--- config.mk ---
export PLATFORM = sky130hd
export DESIGN_NAME = addr_xlat
export DESIGN_NICKNAME = d
export VERILOG_FILES = /design/src/rtl/xlat_pkg.sv /design/src/rtl/xlat_perm.sv /design/src/rtl/xlat_tlb.sv /design/src/rtl/addr_xlat.sv
export SDC_FILE = /design/constraint.sdc
export NUM_CORES = 1
export LEC_CHECK = 0
export CAP_MARGIN = 20
export CORE_MARGIN = 8
export CORE_UTILIZATION = 58
export CTS_CLUSTER_DIAMETER = 100
export DETAILED_ROUTE_END_ITERATION = 8
export DONT_BUFFER_PORTS = 1
export PLACE_DENSITY = 0.79
export REMOVE_ABC_BUFFERS = 1
export SLEW_MARGIN = 10
export SYNTH_ARGS = -nofsm -noshare
export SYNTH_HDL_FRONTEND = slang
export SYNTH_HIERARCHICAL = 1
export SYNTH_SLANG_ARGS = --single-unit
--- constraint.sdc ---
create_clock -name clk_i -period 4.5 [get_ports clk_i]
set_clock_uncertainty 0.1 [all_clocks]
set_input_delay 0.9 -clock clk_i [delete_from_list [all_inputs] [get_ports clk_i]]
set_output_delay 0.9 -clock clk_i [all_outputs]
set_load 0.05 [all_outputs]
--- src/rtl/xlat_pkg.sv ---
package xlat_pkg;
  typedef enum logic [1:0] {
    ACC_LOAD  = 2'b00,
    ACC_STORE = 2'b01,
    ACC_FETCH = 2'b10
  } acc_kind_e;

  typedef enum logic [1:0] {
    AR_RO  = 2'b00,
    AR_RW  = 2'b01,
    AR_X   = 2'b10,
    AR_RWX = 2'b11
  } acc_rights_e;

  localparam logic [1:0] CAUSE_NONE = 2'b00;
  localparam logic [1:0] CAUSE_NP   = 2'b01;
  localparam logic [1:0] CAUSE_PERM = 2'b10;

  typedef enum logic [1:0] {
    ST_IDLE,
    ST_LOOK,
    ST_WALK,
    ST_RESP
  } xlat_state_e;
endpackage

--- src/rtl/xlat_perm.sv ---
module xlat_perm
  import xlat_pkg::*;
(
  input  logic [1:0] kind_i,
  input  logic [1:0] rights_i,
  output logic       ok_o
);
  always_comb begin
    ok_o = 1'b0;
    unique case (kind_i)
      ACC_LOAD:  ok_o = (rights_i != AR_X);
      ACC_STORE: ok_o = (rights_i == AR_RW) || (rights_i == AR_RWX);
      ACC_FETCH: ok_o = (rights_i == AR_X)  || (rights_i == AR_RWX);
      default:   ok_o = 1'b0;
    endcase
  end
endmodule

--- src/rtl/xlat_tlb.sv ---
module xlat_tlb #(
  parameter int ENTRIES = 8,
  parameter int VPN_W   = 5,
  parameter int PPN_W   = 3
) (
  input  logic             clk_i,
  input  logic             rst_ni,
  input  logic             flush_i,
  input  logic [VPN_W-1:0] lk_vpn_i,
  output logic             hit_o,
  output logic [PPN_W-1:0] hit_ppn_o,
  output logic [1:0]       hit_rights_o,
  input  logic             ins_en_i,
  input  logic [VPN_W-1:0] ins_vpn_i,
  input  logic [PPN_W-1:0] ins_ppn_i,
  input  logic [1:0]       ins_rights_i
);
  localparam int IDX_W = (ENTRIES > 1) ? $clog2(ENTRIES) : 1;

  logic [ENTRIES-1:0] valid_q;
  logic [VPN_W-1:0]   vpn_q    [ENTRIES];
  logic [PPN_W-1:0]   ppn_q    [ENTRIES];
  logic [1:0]         rights_q [ENTRIES];
  logic [IDX_W-1:0]   ptr_q;
  logic [ENTRIES-1:0] match;

  for (genvar g = 0; g < ENTRIES; g++) begin : g_match
    assign match[g] = valid_q[g] && (vpn_q[g] == lk_vpn_i);
  end

  // at most one entry matches: only misses are installed
  always_comb begin
    hit_ppn_o    = '0;
    hit_rights_o = '0;
    for (int i = 0; i < ENTRIES; i++) begin
      if (match[i]) begin
        hit_ppn_o    = hit_ppn_o | ppn_q[i];
        hit_rights_o = hit_rights_o | rights_q[i];
      end
    end
  end
  assign hit_o = |match;

  always_ff @(posedge clk_i or negedge rst_ni) begin
    if (!rst_ni) begin
      valid_q <= '0;
      ptr_q   <= '0;
      for (int i = 0; i < ENTRIES; i++) begin
        vpn_q[i]    <= '0;
        ppn_q[i]    <= '0;
        rights_q[i] <= '0;
      end
    end else if (flush_i) begin
      valid_q <= '0;
      ptr_q   <= '0;
    end else if (ins_en_i) begin
      for (int i = 0; i < ENTRIES; i++) begin
        if (ptr_q == IDX_W'(i)) begin
          valid_q[i]  <= 1'b1;
          vpn_q[i]    <= ins_vpn_i;
          ppn_q[i]    <= ins_ppn_i;
          rights_q[i] <= ins_rights_i;
        end
      end
      ptr_q <= (ptr_q == IDX_W'(ENTRIES-1)) ? '0 : ptr_q + 1'b1;
    end
  end
endmodule

--- src/rtl/addr_xlat.sv ---
module addr_xlat
  import xlat_pkg::*;
#(
  parameter int OFF_W   = 10,
  parameter int VPN_W   = 5,
  parameter int PPN_W   = 3,
  parameter int ENTRIES = 8,
  parameter int MEM_AW  = 32,
  parameter int PTE_W   = 32,
  localparam int VA_W   = VPN_W + OFF_W,
  localparam int PA_W   = PPN_W + OFF_W
) (
  input  logic              clk_i,
  input  logic              rst_ni,
  input  logic              base_we_i,
  input  logic [MEM_AW-1:0] base_wdata_i,
  input  logic              req_valid_i,
  output logic              req_ready_o,
  input  logic [VA_W-1:0]   req_vaddr_i,
  input  logic [1:0]        req_kind_i,
  output logic              rsp_valid_o,
  input  logic              rsp_ready_i,
  output logic [PA_W-1:0]   rsp_paddr_o,
  output logic              rsp_fault_o,
  output logic [1:0]        rsp_cause_o,
  output logic              mem_req_o,
  output logic [MEM_AW-1:0] mem_addr_o,
  input  logic              mem_rvalid_i,
  input  logic [PTE_W-1:0]  mem_rdata_i
);
  localparam int PTE_SHIFT = 2;
  localparam int V_BIT     = PTE_W - 1;
  localparam int AR_HI     = PTE_W - 2;
  localparam int AR_LO     = PTE_W - 3;

  xlat_state_e       state_q, state_d;
  logic [MEM_AW-1:0] base_q;
  logic [VA_W-1:0]   vaddr_q;
  logic [1:0]        kind_q;
  logic [PA_W-1:0]   paddr_q;
  logic              fault_q;
  logic [1:0]        cause_q;

  logic [VPN_W-1:0]  vpn;
  logic [OFF_W-1:0]  off;
  logic              hit;
  logic [PPN_W-1:0]  hit_ppn;
  logic [1:0]        hit_rights;
  logic              pte_v;
  logic [1:0]        pte_rights;
  logic [PPN_W-1:0]  pte_ppn;
  logic [1:0]        chk_rights;
  logic [PPN_W-1:0]  res_ppn;
  logic              perm_ok;
  logic              present;
  logic              resolve;
  logic              ins_en;
  logic              unused_pte;

  assign vpn        = vaddr_q[VA_W-1:OFF_W];
  assign off        = vaddr_q[OFF_W-1:0];
  assign pte_v      = mem_rdata_i[V_BIT];
  assign pte_rights = mem_rdata_i[AR_HI:AR_LO];
  assign pte_ppn    = mem_rdata_i[PPN_W-1:0];
  assign unused_pte = ^mem_rdata_i[AR_LO-1:PPN_W];

  xlat_tlb #(
    .ENTRIES (ENTRIES),
    .VPN_W   (VPN_W),
    .PPN_W   (PPN_W)
  ) tlb_i (
    .clk_i        (clk_i),
    .rst_ni       (rst_ni),
    .flush_i      (base_we_i),
    .lk_vpn_i     (vpn),
    .hit_o        (hit),
    .hit_ppn_o    (hit_ppn),
    .hit_rights_o (hit_rights),
    .ins_en_i     (ins_en),
    .ins_vpn_i    (vpn),
    .ins_ppn_i    (pte_ppn),
    .ins_rights_i (pte_rights)
  );

  assign chk_rights = (state_q == ST_WALK) ? pte_rights : hit_rights;
  assign res_ppn    = (state_q == ST_WALK) ? pte_ppn : hit_ppn;
  assign present    = (state_q == ST_WALK) ? pte_v : 1'b1;

  xlat_perm perm_i (
    .kind_i   (kind_q),
    .rights_i (chk_rights),
    .ok_o     (perm_ok)
  );

  assign resolve = ((state_q == ST_LOOK) && hit) ||
                   ((state_q == ST_WALK) && mem_rvalid_i);
  assign ins_en  = (state_q == ST_WALK) && mem_rvalid_i && pte_v && perm_ok;

  always_comb begin
    state_d = state_q;
    unique case (state_q)
      ST_IDLE: if (req_valid_i) state_d = ST_LOOK;
      ST_LOOK: state_d = hit ? ST_RESP : ST_WALK;
      ST_WALK: if (mem_rvalid_i) state_d = ST_RESP;
      ST_RESP: if (rsp_ready_i) state_d = ST_IDLE;
      default: state_d = ST_IDLE;
    endcase
  end

  always_ff @(posedge clk_i or negedge rst_ni) begin
    if (!rst_ni) begin
      state_q <= ST_IDLE;
      base_q  <= '0;
      vaddr_q <= '0;
      kind_q  <= '0;
      paddr_q <= '0;
      fault_q <= 1'b0;
      cause_q <= CAUSE_NONE;
    end else begin
      state_q <= state_d;
      if (base_we_i) base_q <= base_wdata_i;
      if ((state_q == ST_IDLE) && req_valid_i) begin
        vaddr_q <= req_vaddr_i;
        kind_q  <= req_kind_i;
      end
      if (resolve) begin
        if (!present) begin
          fault_q <= 1'b1;
          cause_q <= CAUSE_NP;
          paddr_q <= '0;
        end else if (!perm_ok) begin
          fault_q <= 1'b1;
          cause_q <= CAUSE_PERM;
          paddr_q <= '0;
        end else begin
          fault_q <= 1'b0;
          cause_q <= CAUSE_NONE;
          paddr_q <= {res_ppn, off};
        end
      end
    end
  end

  assign req_ready_o = (state_q == ST_IDLE);
  assign rsp_valid_o = (state_q == ST_RESP);
  assign rsp_paddr_o = paddr_q;
  assign rsp_fault_o = fault_q;
  assign rsp_cause_o = cause_q;
  assign mem_req_o   = (state_q == ST_WALK);
  assign mem_addr_o  = base_q + (MEM_AW'(vpn) << PTE_SHIFT);
endmodule

==> results.toml <==
[grt]
antenna_found_initial = 0
grt_pass1_vias = 5452
grt_max_degree = 159
grt_pass1_wl_um = 28260
grt_usage_pct = 20.23
grt-ovfl-total = 0

[synthesis]
ys_async_sr_fraction_pct = 100.0
synth.distinct_cells = 48
ys.flop_type = "dfrtp_1"
yosysSeqAreaShare_pct = 50.54
synthTopCellsByCount = "158 x dfrtp_1, 125 x mux2_2, 40 x inv_1, 37 x xor2_1, 28 x xnor2_1"
synth.top_cell.area_share_pct = 50.54
synth_seq_cells = 158
syn_area_um2 = 7824
netlist_instances = 637
synth_area_leaders = "dfrtp_1 51%, mux2_2 18%, xor2_1 4.1%"
syn_area_per_cell_um2 = 12.28
yosysWarnings = 6
yosysMostFrequentCell = "dfrtp_1"
yosys.area.top_type = "dfrtp_1"
synth_edf_count = 0

[drt]
routed.top_layer = "met4"
met2_length_um = 9082
wl_met1_um = 6940
post_drt_wl_per_cell_um = 20.03
drtIter0Drc = 343
vias = 5052
dr_wl_met3_um = 795
via_per_inst = 5.868
dr.pass1.iters = 4
ant_nets = 0
routed_wl_um = 17240
drcViolationCount = 0

[sta]
hold_violations = 0
worstMarginPinSlew_ns = 1.033
setup_viol = 0
max_freq_mhz = 233.5
period_minus_slack_ns = 4.283
slew_viol_final = 0
final.period_utilization_pct = 95.18
relSlewSlack_pct = 30.49
fin_tns_setup_ns = 0
rsz0062_at_grt = "no"

[clock_network]
cts_sinks = 158
clockBufferDepth = 2
cts_tree = "built"
cts-root-buf = "clkbuf_16"
htree_num_levels = 4
clkLatencyLatePin_ns = 0.43
cts_setup_buffers = 0
clk_pin_slew_ns = 0.06
numCtsBuffers = 17

[placement]
portBuffers = 0
dpl.hpwl_um = 11970
numPlacedInstances = 829
gp_congestion = 0.8237

[worst_setup_path]
critPathMaxStageDelay_ns = 0.54
rr_worst_depth = 12
crit_fanout = 12
r2r_end = "tlb_i/ppn_q[0]"
arrival_ns = 3.28
critPathLaunchType = "flop"
crit_type = "flop to output port"
setup.worst_path.start = "vaddr_q[11]"
required_ns = 3.50
endpoint = "mem_addr_o[30]"
path_cells = "buf_4 > inv_1 > fa_1 > nor2b_1 > o211ai_1 > buf_4 > a2111oi_4 > xor2_1 > buf_4"
reg2reg_from = "vaddr_q[13]"
r2r_setup_slack_ns = 0.29
end_kind = "output port"
cpMaxStageDelayCell = "dfrtp_2"
cpMostUsedCell = "buf_4"

[power_and_ir_drop]
internal_power_mw = 3.083
swShare_pct = 39.67
cellLeakagePower_nw = 4.136
p_per_area_nw_per_um2 = 579.8
clkPwrFrac_pct = 28.2
p_switching_mw = 2.027
ir_drop_mv = 0.5259
pwr-share-comb_pct = 29.8
p_seq_share_pct = 41.9

[status]
status = "finished clean"

[min_path]
hold_path.class = "input port to asynchronous set/reset pin"

[die]
core_region_area_um2 = 13190
die-area_um2 = 17460
die_x_um = 132.1
dieHeight_um = 132.1
num_rows = 42
io_pins = 138
initial_core_util_pct = 59.32

[final_layout]
fin_cells = 861
layout.nets = 778
n_antenna_cell = 0
drive_above_1_share_pct = 32.12
syn2layout_area_growth_pct = 12.63

[flow_run]
max_cap_viol_count = 0
cells in the final DEF, fill, tap and decap left out, types with 4 or more instances in the layout:
cell,Yosys,layout
dfrtp_1,158,155
mux2_2,125,125
buf_4,3,47
inv_1,40,40
xor2_1,37,37
xnor2_1,28,28
nand2_1,22,22
nand4_1,20,20
o21ai_0,20,20
a22o_1,18,18
ha_1,18,18
clkbuf_16,0,17
nand3_1,16,16
nor2_1,15,15
o2111ai_1,10,10
a211oi_1,8,8
a21oi_1,6,6
nor4_1,5,5
nor2b_1,5,5
o211ai_1,5,5
clkinv_4,0,5
o22ai_1,5,5
or3_1,5,5
and3_1,4,4
inv_6,0,4
stage by stage:
step	utilization, %	hold WS [ns]	total power, mW	setup WS (ns)	cell area [um^2]
after global routing	66.81	0.04968	5.332	0.03151	8812
after floorplan	-	0.3512	3.221	0.3796	7640
final	66.81	0.06651	5.110	0.2170	8812
after global placement	62.27	0.3607	3.586	0.3554	8213
after CTS	66.78	0.05138	5.134	0.03441	8808
after detailed placement	62.27	0.3716	3.668	0.1305	8213
power groups by stage:
stage | sequential [mW] | combinational (mW) | clock (mW)
after floorplan | 2.12 | 1.11 | 0
after global placement | 2.14 | 1.44 | 0
after detailed placement | 2.16 | 1.51 | 0
after CTS | 2.14 | 1.53 | 1.46
after global routing | 2.18 | 1.64 | 1.52
final | 2.14 | 1.52 | 1.44
cell families (layout without fill, tap and decap cells):
group           after synthesis  count (layout)  share of synthesized area [%]
flops                       158             158                          50.54
fa+ha+maj                    19              19                          3.135
mux                         127             127                          18.25
xor+xnor                     68              68                          7.900
simple gates                108             108                          7.852
compound gates               86              86                          8.060
buf+inv                      71             119                          4.270
worst min path at each step:
| stage | from | to | slack [ns] | cells after the start |
|---|---|---|---|---|
| after floorplan | tlb_i/valid_q[0] | tlb_i/valid_q[0] | 0.35 | 1 |
| after global placement | tlb_i/valid_q[0] | tlb_i/valid_q[0] | 0.36 | 1 |
| after detailed placement | tlb_i/valid_q[0] | tlb_i/valid_q[0] | 0.37 | 1 |
| after CTS | rst_ni | base_q[16] | 0.05 | 0 |
| after global routing | rst_ni | tlb_i/vpn_q[17] | 0.05 | 0 |
| final | rst_ni | base_q[31] | 0.07 | 0 |
layout make-up:
class	instances	area (um^2)
inverter	40	150.1
sequential	158	3958
clock inverter	14	156.4
timing repair buffer	47	352.8
multi-input combinational	408	3536
tap	176	220.2
fill	940	4378
clock buffer	18	439.2
sequential cells by signal, indices dropped and copies added, names as in the netlist, 3 cells and up:
| name | count |
|---|---|
| tlb_i/valid_q | 8 |
| vaddr_q | 15 |
| tlb_i/ptr_q | 3 |
| tlb_i/rights_q | 16 |
| tlb_i/ppn_q | 24 |
| tlb_i/vpn_q | 40 |
| base_q | 32 |
| rsp_paddr_o | 13 |
repair_timing:
action,4_1_cts,5_1_grt
endpoints found under the setup margin,0,49
hold buffers,0,0
gates resized for setup,0,3
critical path, delay by kind of cell, from the launching register on:
| family | cells | cell delay, ns |
|---|---|---|
| compound gates | 2 | 0.68 |
| fa+ha+maj | 1 | 0.43 |
| buf+inv | 4 | 0.81 |
| flops | 1 | 0.54 |
| simple gates | 1 | 0.18 |
| xor+xnor | 1 | 0.20 |
metal layers:
layer  global-route usage (%)  up-vias
li1                         -     2332
met1                    23.23     2568
met2                    35.10      122
met3                    5.373       30
met4                    8.168        0
met5                        0        -
No activity file was read; power rests on OpenSTA's default activity.
